--- src/rtl/ptw_pkg.sv ---
package ptw_pkg;
  typedef enum logic [2:0] {
    ST_IDLE,
    ST_REQ,
    ST_WAIT,
    ST_DONE,
    ST_FAULT
  } walk_state_e;

  localparam int PTE_RES_BIT = 31;
  localparam int PTE_WR_BIT  = 30;
endpackage

--- src/rtl/ptw_base_reg.sv ---
module ptw_base_reg #(
  parameter int AW = 32
) (
  input  logic          clk_i,
  input  logic          rst_ni,
  input  logic          we_i,
  input  logic          sup_i,
  input  logic [AW-1:0] data_i,
  output logic [AW-1:0] base_o,
  output logic          rej_o
);
  logic [AW-1:0] base_q;
  logic          rej_q;

  always_ff @(posedge clk_i or negedge rst_ni) begin
    if (!rst_ni) begin
      base_q <= '0;
      rej_q  <= 1'b0;
    end else begin
      rej_q <= we_i & ~sup_i;
      if (we_i && sup_i) base_q <= data_i;
    end
  end

  assign base_o = base_q;
  assign rej_o  = rej_q;

  p_sup_load_r9: assert property (@(posedge clk_i) disable iff (!rst_ni)
    (we_i && sup_i) |=> (base_o == $past(data_i)));
  p_user_keep_r10: assert property (@(posedge clk_i) disable iff (!rst_ni)
    (we_i && !sup_i) |=> ($stable(base_o) && rej_o));
  p_rej_pulse_r10: assert property (@(posedge clk_i) disable iff (!rst_ni)
    rej_o |-> $past(we_i && !sup_i));
endmodule

--- src/rtl/ptw_addr_gen.sv ---
module ptw_addr_gen #(
  parameter int AW          = 32,
  parameter int VPN_W       = 20,
  parameter int ENTRY_BYTES = 4
) (
  input  logic [AW-1:0]    base_i,
  input  logic [VPN_W-1:0] vpn_i,
  output logic [AW-1:0]    addr_o
);
  localparam int SHIFT = $clog2(ENTRY_BYTES);

  assign addr_o = base_i + (AW'(vpn_i) << SHIFT);
endmodule

--- src/rtl/ptw_pte_decode.sv ---
module ptw_pte_decode
  import ptw_pkg::*;
#(
  parameter int PTE_W = 32,
  parameter int PPN_W = 18
) (
  input  logic [PTE_W-1:0] pte_i,
  output logic             res_o,
  output logic             wr_o,
  output logic [PPN_W-1:0] ppn_o
);
  logic unused_rsvd;

  assign res_o       = pte_i[PTE_RES_BIT];
  assign wr_o        = pte_i[PTE_WR_BIT];
  assign ppn_o       = pte_i[PPN_W-1:0];
  assign unused_rsvd = ^pte_i[PTE_W-3:PPN_W];
endmodule

--- src/rtl/ptw_fsm.sv ---
module ptw_fsm
  import ptw_pkg::*;
#(
  parameter int AW    = 32,
  parameter int PPN_W = 18
) (
  input  logic             clk_i,
  input  logic             rst_ni,
  input  logic             req_valid_i,
  input  logic             req_write_i,
  input  logic [AW-1:0]    entry_addr_i,
  output logic             req_ready_o,
  output logic             mem_req_valid_o,
  input  logic             mem_req_ready_i,
  output logic [AW-1:0]    mem_addr_o,
  input  logic             mem_rsp_valid_i,
  input  logic             pte_res_i,
  input  logic             pte_wr_i,
  input  logic [PPN_W-1:0] pte_ppn_i,
  output logic             resp_valid_o,
  output logic             resp_fault_o,
  output logic [PPN_W-1:0] resp_ppn_o,
  output logic             resp_wr_en_o,
  output logic             resp_prot_o
);
  walk_state_e      state_q, state_d;
  logic [AW-1:0]    addr_q;
  logic             store_q;
  logic [PPN_W-1:0] ppn_q;
  logic             wr_q;
  logic             prot_q;

  always_comb begin
    state_d = state_q;
    unique case (state_q)
      ST_IDLE:  if (req_valid_i) state_d = ST_REQ;
      ST_REQ:   if (mem_req_ready_i) state_d = ST_WAIT;
      ST_WAIT:  if (mem_rsp_valid_i) state_d = pte_res_i ? ST_DONE : ST_FAULT;
      ST_DONE:  state_d = ST_IDLE;
      ST_FAULT: state_d = ST_IDLE;
      default:  state_d = ST_IDLE;
    endcase
  end

  always_ff @(posedge clk_i or negedge rst_ni) begin
    if (!rst_ni) begin
      state_q <= ST_IDLE;
      addr_q  <= '0;
      store_q <= 1'b0;
      ppn_q   <= '0;
      wr_q    <= 1'b0;
      prot_q  <= 1'b0;
    end else begin
      state_q <= state_d;
      // base sampled at accept
      if (state_q == ST_IDLE && req_valid_i) begin
        addr_q  <= entry_addr_i;
        store_q <= req_write_i;
      end
      if (state_q == ST_WAIT && mem_rsp_valid_i) begin
        if (pte_res_i) begin
          ppn_q  <= pte_ppn_i;
          wr_q   <= pte_wr_i;
          prot_q <= store_q & ~pte_wr_i;
        end else begin
          ppn_q  <= '0;
          wr_q   <= 1'b0;
          prot_q <= 1'b0;
        end
      end
    end
  end

  assign req_ready_o     = (state_q == ST_IDLE);
  assign mem_req_valid_o = (state_q == ST_REQ);
  assign mem_addr_o      = addr_q;
  assign resp_valid_o    = (state_q == ST_DONE) || (state_q == ST_FAULT);
  assign resp_fault_o    = (state_q == ST_FAULT);
  assign resp_ppn_o      = ppn_q;
  assign resp_wr_en_o    = wr_q;
  assign resp_prot_o     = (state_q == ST_DONE) & prot_q;

  p_busy_after_accept_r8: assert property (@(posedge clk_i) disable iff (!rst_ni)
    (req_valid_i && req_ready_o) |=> !req_ready_o);
  p_req_hold_r2: assert property (@(posedge clk_i) disable iff (!rst_ni)
    (mem_req_valid_o && !mem_req_ready_i) |=> (mem_req_valid_o && $stable(mem_addr_o)));
  p_resp_follows_rsp_r7: assert property (@(posedge clk_i) disable iff (!rst_ni)
    resp_valid_o |-> $past(mem_rsp_valid_i));
  p_resp_single_r7: assert property (@(posedge clk_i) disable iff (!rst_ni)
    resp_valid_o |=> !resp_valid_o);
  p_no_req_on_resp_r3: assert property (@(posedge clk_i) disable iff (!rst_ni)
    resp_valid_o |-> (!mem_req_valid_o && !req_ready_o));
  p_fault_clean_r5: assert property (@(posedge clk_i) disable iff (!rst_ni)
    (resp_valid_o && resp_fault_o) |-> (resp_ppn_o == '0 && !resp_wr_en_o && !resp_prot_o));
  p_prot_qualified_r6: assert property (@(posedge clk_i) disable iff (!rst_ni)
    resp_prot_o |-> (resp_valid_o && !resp_fault_o && !resp_wr_en_o));
endmodule

--- src/rtl/ptw_walker.sv ---
module ptw_walker #(
  parameter int AW          = 32,
  parameter int VPN_W       = 20,
  parameter int PPN_W       = 18,
  parameter int PTE_W       = 32,
  parameter int ENTRY_BYTES = 4
) (
  input  logic             clk_i,
  input  logic             rst_ni,
  input  logic             req_valid_i,
  output logic             req_ready_o,
  input  logic [VPN_W-1:0] req_vpn_i,
  input  logic             req_write_i,
  input  logic             base_we_i,
  input  logic             base_sup_i,
  input  logic [AW-1:0]    base_data_i,
  output logic             base_rej_o,
  output logic             mem_req_valid_o,
  input  logic             mem_req_ready_i,
  output logic [AW-1:0]    mem_addr_o,
  input  logic             mem_rsp_valid_i,
  input  logic [PTE_W-1:0] mem_rsp_data_i,
  output logic             resp_valid_o,
  output logic             resp_fault_o,
  output logic [PPN_W-1:0] resp_ppn_o,
  output logic             resp_wr_en_o,
  output logic             resp_prot_o
);
  logic [AW-1:0]    base;
  logic [AW-1:0]    entry_addr;
  logic             pte_res;
  logic             pte_wr;
  logic [PPN_W-1:0] pte_ppn;

  ptw_base_reg #(.AW(AW)) u_base (
    .clk_i  (clk_i),
    .rst_ni (rst_ni),
    .we_i   (base_we_i),
    .sup_i  (base_sup_i),
    .data_i (base_data_i),
    .base_o (base),
    .rej_o  (base_rej_o)
  );

  ptw_addr_gen #(.AW(AW), .VPN_W(VPN_W), .ENTRY_BYTES(ENTRY_BYTES)) u_addr (
    .base_i (base),
    .vpn_i  (req_vpn_i),
    .addr_o (entry_addr)
  );

  ptw_pte_decode #(.PTE_W(PTE_W), .PPN_W(PPN_W)) u_dec (
    .pte_i (mem_rsp_data_i),
    .res_o (pte_res),
    .wr_o  (pte_wr),
    .ppn_o (pte_ppn)
  );

  ptw_fsm #(.AW(AW), .PPN_W(PPN_W)) u_fsm (
    .clk_i           (clk_i),
    .rst_ni          (rst_ni),
    .req_valid_i     (req_valid_i),
    .req_write_i     (req_write_i),
    .entry_addr_i    (entry_addr),
    .req_ready_o     (req_ready_o),
    .mem_req_valid_o (mem_req_valid_o),
    .mem_req_ready_i (mem_req_ready_i),
    .mem_addr_o      (mem_addr_o),
    .mem_rsp_valid_i (mem_rsp_valid_i),
    .pte_res_i       (pte_res),
    .pte_wr_i        (pte_wr),
    .pte_ppn_i       (pte_ppn),
    .resp_valid_o    (resp_valid_o),
    .resp_fault_o    (resp_fault_o),
    .resp_ppn_o      (resp_ppn_o),
    .resp_wr_en_o    (resp_wr_en_o),
    .resp_prot_o     (resp_prot_o)
  );
endmodule

--- config.mk ---
export PLATFORM = sky130hd
export DESIGN_NAME = ptw_walker
export DESIGN_NICKNAME = d
export VERILOG_FILES = /design/src/rtl/ptw_pkg.sv /design/src/rtl/ptw_base_reg.sv /design/src/rtl/ptw_addr_gen.sv /design/src/rtl/ptw_pte_decode.sv /design/src/rtl/ptw_fsm.sv /design/src/rtl/ptw_walker.sv
export SDC_FILE = /design/constraint.sdc
export NUM_CORES = 1
export LEC_CHECK = 0
export ABC_CLOCK_PERIOD_IN_PS = 4050
export BUFFER_PORTS_ARGS = -buffer_cell sky130_fd_sc_hd__buf_4
export CELL_PAD_IN_SITES_DETAIL_PLACEMENT = 1
export CELL_PAD_IN_SITES_GLOBAL_PLACEMENT = 1
export CORE_UTILIZATION = 43
export CTS_CLUSTER_DIAMETER = 50
export DETAILED_ROUTE_END_ITERATION = 6
export PLACE_DENSITY_LB_ADDON = 0.1
export SLEW_MARGIN = 20
export SYNTH_ARGS = -nofsm -noshare
export SYNTH_HDL_FRONTEND = slang
export SYNTH_HIERARCHICAL = 1
export SYNTH_SLANG_ARGS = --single-unit
--- constraint.sdc ---
create_clock -name clk_i -period 4.05 [get_ports clk_i]
set_input_delay 0.405 -clock clk_i [delete_from_list [all_inputs] [get_ports clk_i]]
set_output_delay 0.405 -clock clk_i [all_outputs]
set_load 0.005 [all_outputs]
# Word-level counts from Yosys, hierarchy flattened
# Index checks and enable logic that the tools add are counted.
# Widths: inputs -> output; s select.
# op_classes
addsub	1
eq_ne	7
mux	8
n_bitwise	5
n_reduce_logical	6
# op_table
operator	count
$add 32x22->32	1
$mux 18	1
$mux 3	4
$pmux 3 s3	1
$eq 3x2->1 const B	2
$ne 2x2->1 const B	2
$and 1x1->1	3
$eq 3x1->1 const B	1
$eq 3x3->1 const B	1
$logic_and 1x1->1	3
$logic_not 3->1	1
$reduce_and 3->1	1
$mux 1	2
$ne 2x1->1 const B	1
$not 1->1	2
$logic_or 1x1->1	1
# totals
wordCells	35
regBits	89

# Depth between registers and ports, before layout
# Gate-level depths: netlist of the first run.
# depth
depth_word	3
mapped_depth	10

# Modules after synthesis
# The synthesis of the first run kept the hierarchy.
# by_module_without_submodules
mod	instances	area_per_inst_um2	cells_per_inst
ptw_fsm	1	2232.1	180
ptw_addr_gen	1	1487.7	224
ptw_base_reg	1	1378.8	70
ptw_pte_decode	1	150.1	20

# Worst setup path after synthesis of the first run
# Ideal clock, no wire load.
# synth_path
path_kind	input-to-reg
from	input req_vpn_i[0]
to	register u_fsm.addr_q[30] (netlist: u_fsm/mem_addr_o[30])
required_ns	3.925
slack_ns	1.721
n_path_buf	0
stages	10
arrival_ns	2.204
setup_time_ns	0.125
path_cell_list	ha_1 -> inv_1 -> fa_1 -> nor2b_1 -> o2111a_1 -> o31a_1 -> o211ai_2 -> a211oi_2 -> xor2_1 -> mux2_2
# synth_via
elab_chain_len	1
# synth_lines
element	line	source
from (decl)	ptw_walker.sv:12	input logic [VPN_W-1:0] req_vpn_i,
$add 32x22->32	ptw_addr_gen.sv:12	assign addr_o = base_i + (AW'(vpn_i) << SHIFT);
named net entry_addr[30]	ptw_walker.sv:30	logic [AW-1:0] entry_addr;
to (signal assigned)	ptw_fsm.sv:57	addr_q <= entry_addr_i;
to (decl)	ptw_fsm.sv:27	logic [AW-1:0] addr_q;
# The timed path passes the listed nets, and every way through them passes these cells.
# A chain may end at the register's enable or synchronous reset.

# Worst setup path in the final report of the first run
# layout_path
from	register u_base.base_q[9] (netlist: u_base/base_o[9])
to	register u_fsm.addr_q[31] (netlist: u_fsm/mem_addr_o[31])
# layout_via
elab_chain_len	1
# layout_lines
element	line	source
from (decl)	ptw_base_reg.sv:12	logic [AW-1:0] base_q;
from (signal assigned)	ptw_base_reg.sv:21	if (we_i && sup_i) base_q <= data_i;
$add 32x22->32	ptw_addr_gen.sv:12	
named net entry_addr[31]	ptw_walker.sv:30	
# The timed path passes the listed nets, and every way through them passes these cells.

==> impl_metrics.toml, run 1 <==
[power]
seqPwrFrac = 0.383
p_int_mw = 2.44
comb_power_share = 0.394
peakVddDrop_v = 0.000250
netSwitchingFraction = 0.323
clkPwrFrac = 0.223
p_leak_nw = 3.05
cellPowerDensity_nw_per_um2 = 561
p_sw_mw = 1.16

[clock_tree]
path_clk_slew_ns = 0.06
cts_root_buffer = "clkbuf_16"
cts_buffers = 9
post_cts_buffers = 0
cts.hold.buffers_added = 0
cts_sinks = 89
clk_path_buf_depth = 2
cts-htree-levels = 3
insertion_delay_ns = 0.34
cts_tree = "yes"
cts.repair.resized = 0

[yosys]
synth_mux_area_frac = 0.161
syn-cell-area_sq_um = 5250
yosys.area.top_type = "dfrtp_1"
synth_compound_area_frac = 0.119
yosys.area_share.simple = 0.134
synth_top_family_by_area = "multiplexers"
synth_cell_type_count = 61
synth_ff_type = "dfrtp_1"
synthArstFlopShare = 1.00
synth_seq_area_share = 0.424
netlist.area_leader.share = 0.424
synth_nets = 607
synth_xor_area_frac = 0.0350
synth-warning-count = 6
ys_ff_latch = 89
avgSynthCellArea_sq_um = 10.6
synth-edff-count = 0
synth_fa_ha_area_frac = 0.0515
synthTopCellsByArea = "dfrtp_1 (42%), mux2_4 (8.6%), mux2_2 (7.3%)"
syn_inst = 494

[setup_path]
required_ns = 4.28
r2r_cells = 8
r2r_slack_ns = 1.15
worst_ep_arrival_time_ns = 3.13
start_kind = "flop"
cp-end-kind = "flop"
r2r_start = "u_base/base_o[9]$_DFFE_PN0P_"
critPathKind = "flop to flop"
rr_endpoint = "u_fsm/mem_addr_o[31]$_DFFE_PN0P_"
path_max_fanout = 11

[layout]
final_cell_area_sq_um = 6420
antenna_cells = 0
fillers = 1309
final_core_util = 0.550
syn_to_final_growth_pct = 22.2
final_nets = 713
final_cells = 748
drive_gt1_frac = 0.379

[timing]
setup_viol = 0
period_share = 0.717
hold_violations = 0
tns_ns = 0
hold_slack_ns = 0.118
finalCriticalPeriod_ns = 2.90
skew_ns = 0.00828
fmax_ghz = 0.344
worst_pin_slew_ns = 1.05
rsz0062_at_grt = "false"
slew_headroom = 0.294
slew_violations = 0

[global_routing]
track_usage = 0.208
grt_pass1_wl_mm = 20.9
grt_pass1_vias = 4268
grt_max_degree = 57
grt_antenna_before_repair = 0
globalRoute.totalOverflow = 0

[route]
drtPass1Iterations = 4
drcViolationCount = 0
vias = 3969
totalWireLength_mm = 12.5
post_drt_wl_per_cell_um = 16.7
antenna_left = 0
vias_per_cell = 5.31
drtIter0Drc = 162

[floorplan]
core-area_sq_um = 11700
fp-row-count = 39
chipWidth_um = 112
die-area_sq_um = 12700
die_h_um = 112
ios = 149
start_util = 0.450

[place]
dpl.cell_count = 732
placedInstanceArea_sq_um = 6130
port_buffers = 136
routabilityCongestion = 0.832
dpl.hpwl_mm = 9.28

[worst_hold_path]
worstHoldPathType = "input port to asynchronous set/reset pin"

[outcome]
status = "finished clean"

[job]
maxCapViolCount = 0
[cells in the mapped netlist (3+ instances only)]
master	n
xor2_1	11
xnor2_1	10
inv_1	14
nor3_1	13
a21oi_1	23
buf_4	23
o21bai_1	4
o21ai_1	5
nand4_1	3
buf_2	7
buf_6	4
a31oi_1	5
o211ai_1	6
mux2_2	34
clkbuf_1	7
nand2_1	65
dfrtp_1	89
a211oi_1	3
a21o_1	4
nand3_1	14
a311oi_1	3
mux2_4	30
buf_12	3
nor3b_1	3
nor2_1	15
o21ai_0	28
nand2b_1	7
ha_1	20
[through the flow]
| step | total power, mW | worst slack [ns] |
|---|---|---|
| global placement | 2.76 | 1.06 |
| CTS | 3.65 | 1.15 |
| global route | 3.84 | 0.951 |
| floorplan | 2.21 | 1.72 |
| finish | 3.60 | 1.15 |
| detailed placement | 2.83 | 1.04 |
[placed cells by master, fill, tap and decap left out, drive strengths merged, types with 3 or more instances in the layout]
master  netlist  final
mux2         65     65
inv          14     15
a21o          4      4
xnor2        10     10
a31oi         5      5
nor3b         4      4
o211ai        7      7
nand4         3      3
a21oi        25     25
buf          37    139
nor3         14     14
o21ai        34     34
nor2         15     15
nand3        14     14
a21boi        3      3
o21bai        4      4
nand2        66     66
clkbuf        7     13
ha           20     20
dfrtp        89     89
xor2         11     11
nand2b        8      8
a211oi        4      4
a311oi        3      3
[power by group through the flow]
| stage | Sequential, mW | Combinational, mW | Clock, mW |
|---|---|---|---|
| floorplan | 1.36 | 0.850 | 0 |
| global placement | 1.38 | 1.39 | 0 |
| detailed placement | 1.40 | 1.43 | 0 |
| CTS | 1.38 | 1.44 | 0.825 |
| global route | 1.42 | 1.56 | 0.855 |
| finish | 1.38 | 1.42 | 0.804 |
[how the worst max path moves through the flow]
stage	start	to	slack, ns	cells past startpoint
finish	u_base/base_o[9]$_DFFE_PN0P_	u_fsm/mem_addr_o[31]$_DFFE_PN0P_	1.15	8
CTS	u_base/base_o[9]$_DFFE_PN0P_	u_fsm/mem_addr_o[31]$_DFFE_PN0P_	1.15	8
detailed placement	req_vpn_i[11]	u_fsm/mem_addr_o[31]$_DFFE_PN0P_	1.04	9
global route	u_base/base_o[8]$_DFFE_PN0P_	u_fsm/mem_addr_o[31]$_DFFE_PN0P_	0.95	8
global placement	req_vpn_i[11]	u_fsm/mem_addr_o[31]$_DFFE_PN0P_	1.06	9
floorplan	req_vpn_i[0]	u_fsm/mem_addr_o[30]$_DFFE_PN0P_	1.72	10
[flip-flops by register name (all words and copies together) (netlist names)]
signal	flops
u_fsm/state_q	3
u_base/rej_o	1
u_fsm/store_q	1
u_fsm/prot_q	1
u_base/base_o	32
u_fsm/resp_ppn_o	18
u_fsm/resp_wr_en_o	1
u_fsm/mem_addr_o	32
[routing by layer]
metal  track usage  wire length (um)  vias to the layer above
li1              -                 -                     1930
met1         0.281              5860                     1941
met2         0.340              6020                       85
met3        0.0319               413                       13
met4        0.0738               212                        0
met5             0                 0                        -
[critical path, cell delays in order, from the launching register on]
cell and delay, ns:
dfrtp_1 0.39, ha_1 0.39, nand2_1 0.12, o21ai_1 0.22
a211oi_1 0.14, a31oi_1 0.86, nor2_1 0.11, a211o_1 0.29
mux2_2 0.26
[final cells by class]
cell class,count,area [sq um],share of cell area
timing repair buffer,139,1040,0.163
clock buffer,13,260,0.0406
tap,143,179,0.0279
clock inverter,3,23.8,0.00371
sequential,89,2230,0.347
multi-input combinational,347,2630,0.410
inverter,14,52.6,0.00819
[logic make-up after synthesis]
logic type / after synthesis
flops: 89
xor+xnor: 21
fa+ha+maj: 21
simple gates: 141
mux: 65
compound gates: 99
buf+inv: 58
(Power assumes the default switching activity.)
==> run 2: changes to the inputs <==
ABC_CLOCK_PERIOD_IN_PS = 3000   (was 4050)
CORE_UTILIZATION = 40   (was 43)
clock period = 3 ns   (was 4.05 ns; I/O delays follow)
==> run 2 against run 1 <==
Net effect: the flow now finishes with violations (hold timing); wire length grew 4.9%; sequential cell count unchanged; sequential power up 35%; non-clock buffer count is 3 higher; clock skew down 0.00087 ns; cell area increased by 1.2%; first-iteration DRC count decreased by 31%; total power up 38%; count of clock-buffer cells in the layout decreased by 4; critical path type unchanged; highest routed layer unchanged.
==> impl_metrics.toml, run 2 (synthesized netlist as in run 1, its figures left out) <==
[clock_tree]
cts_sinks = 89
cts.hold.buffers_added = 0
cts_tree = "yes"
clk_path_buf_depth = 2
cts_root_buffer = "clkbuf_16"
path_clk_slew_ns = 0.07
cts-htree-levels = 3
post_cts_buffers = 0
insertion_delay_ns = 0.35
cts_buffers = 9
cts.repair.resized = 0

[timing]
skew_ns = 0.00742
hold_slack_ns = -0.00621
slew_headroom = 0.531
setup_viol = 0
worst_pin_slew_ns = 0.704
fmax_ghz = 0.382
hold_violations = 11
finalCriticalPeriod_ns = 2.62
tns_ns = 0
period_share = 0.872
slew_violations = 0
rsz0062_at_grt = "false"

[place]
dpl.hpwl_mm = 9.70
dpl.cell_count = 764
routabilityCongestion = 0.832
port_buffers = 136

[job]
maxCapViolCount = 0

[global_routing]
grt_antenna_before_repair = 0
track_usage = 0.203
grt_pass1_wl_mm = 21.1
grt_max_degree = 54
globalRoute.totalOverflow = 0
grt_pass1_vias = 4132

[layout]
drive_gt1_frac = 0.385
final_common_cell = "buf_4"
mostFrequentLayoutCells = "buf_4 (142), dfrtp_1 (89), nand2_1 (65)"
final_nets = 716
syn_to_final_growth_pct = 23.7
antenna_cells = 0
final_cells = 780

[setup_path]
r2r_slack_ns = 0.38
path_max_fanout = 11
critPathKind = "flop to flop"
start_kind = "flop"
rr_endpoint = "u_fsm/mem_addr_o[31]$_DFFE_PN0P_"
r2r_start = "u_base/base_o[8]$_DFFE_PN0P_"
required_ns = 3.24
cp-end-kind = "flop"
r2r_cells = 8
worst_ep_arrival_time_ns = 2.86

[power]
cellPowerDensity_nw_per_um2 = 765
p_leak_nw = 3.07
peakVddDrop_v = 0.000308

[floorplan]
die-area_sq_um = 13600
die_h_um = 117
chipWidth_um = 117
ios = 149
start_util = 0.413
core-area_sq_um = 12700
fp-row-count = 41

[route]
drcViolationCount = 0
totalWireLength_mm = 13.1
vias = 3991
post_drt_wl_per_cell_um = 16.8
drtPass1Iterations = 4
vias_per_cell = 5.12
antenna_left = 0
drtIter0Drc = 112

[outcome]
status = "finished, violations left"
violations = "hold timing"

[worst_hold_path]
worstHoldPathType = "input port to asynchronous set/reset pin"
## run 2: layout make-up
| type | count | area (sq um) |
|---|---|---|
| Clock inverter | 7 | 76.3 |
| Multi-Input combinational cell | 347 | 2630 |
| Sequential cell | 89 | 2230 |
| Fill cell | 1512 | 6230 |
| Clock buffer | 9 | 225 |
| Timing Repair Buffer | 142 | 1070 |
| Tap cell | 172 | 215 |
| Inverter | 14 | 52.6 |
## run 2: per-stage QoR
step / hold WS (ns) / setup WS, ns / util / total power [mW] / area, sq um
after floorplan: 0.00441 / 0.732 / - / 2.99 / 5250
after global placement: 0.397 / 0.412 / 0.487 / 3.76 / 6190
after detailed placement: 0.403 / 0.404 / 0.487 / 3.84 / 6190
after CTS: 0.0254 / 0.388 / 0.510 / 5.03 / 6490
after global routing: 0.0379 / 0.197 / 0.510 / 5.31 / 6490
final: -0.00621 / 0.383 / 0.510 / 4.97 / 6490
## run 2: report_power, final
group	internal, mW	switching, mW
logic	1.10	0.846
clock network	0.653	0.508
registers	1.59	0.268
## run 2: layer usage
metal / wire length (um) / vias up / track usage
met5: 0 / - / 0
li1: - / 1943 / -
met2: 6510 / 86 / 0.343
met3: 530 / 13 / 0.0379
met1: 5890 / 1949 / 0.260
met4: 186 / 0 / 0.0709
## run 2: worst max-delay path by stage
stage	start	endpoint	slack, ns	depth (start not counted)
after floorplan	u_base/base_o[2]$_DFFE_PN0P_	u_fsm/mem_addr_o[30]$_DFFE_PN0P_	0.73	10
final	u_base/base_o[8]$_DFFE_PN0P_	u_fsm/mem_addr_o[31]$_DFFE_PN0P_	0.38	8
after global placement	req_vpn_i[0]	u_fsm/mem_addr_o[28]$_DFFE_PN0P_	0.41	11
after detailed placement	req_vpn_i[0]	u_fsm/mem_addr_o[30]$_DFFE_PN0P_	0.40	11
after CTS	u_base/base_o[2]$_DFFE_PN0P_	u_fsm/mem_addr_o[30]$_DFFE_PN0P_	0.39	10
after global routing	u_base/base_o[2]$_DFFE_PN0P_	u_fsm/mem_addr_o[30]$_DFFE_PN0P_	0.20	10
## run 2: worst max-delay path, cell delays in order (launching register included)
cell,delay [ns]
dfrtp_1,0.40
ha_1,0.38
a21oi_1,0.31
o21ai_1,0.14
a211oi_1,0.39
a31oi_1,0.17
buf_4,0.21
a211o_1,0.26
mux2_2,0.26
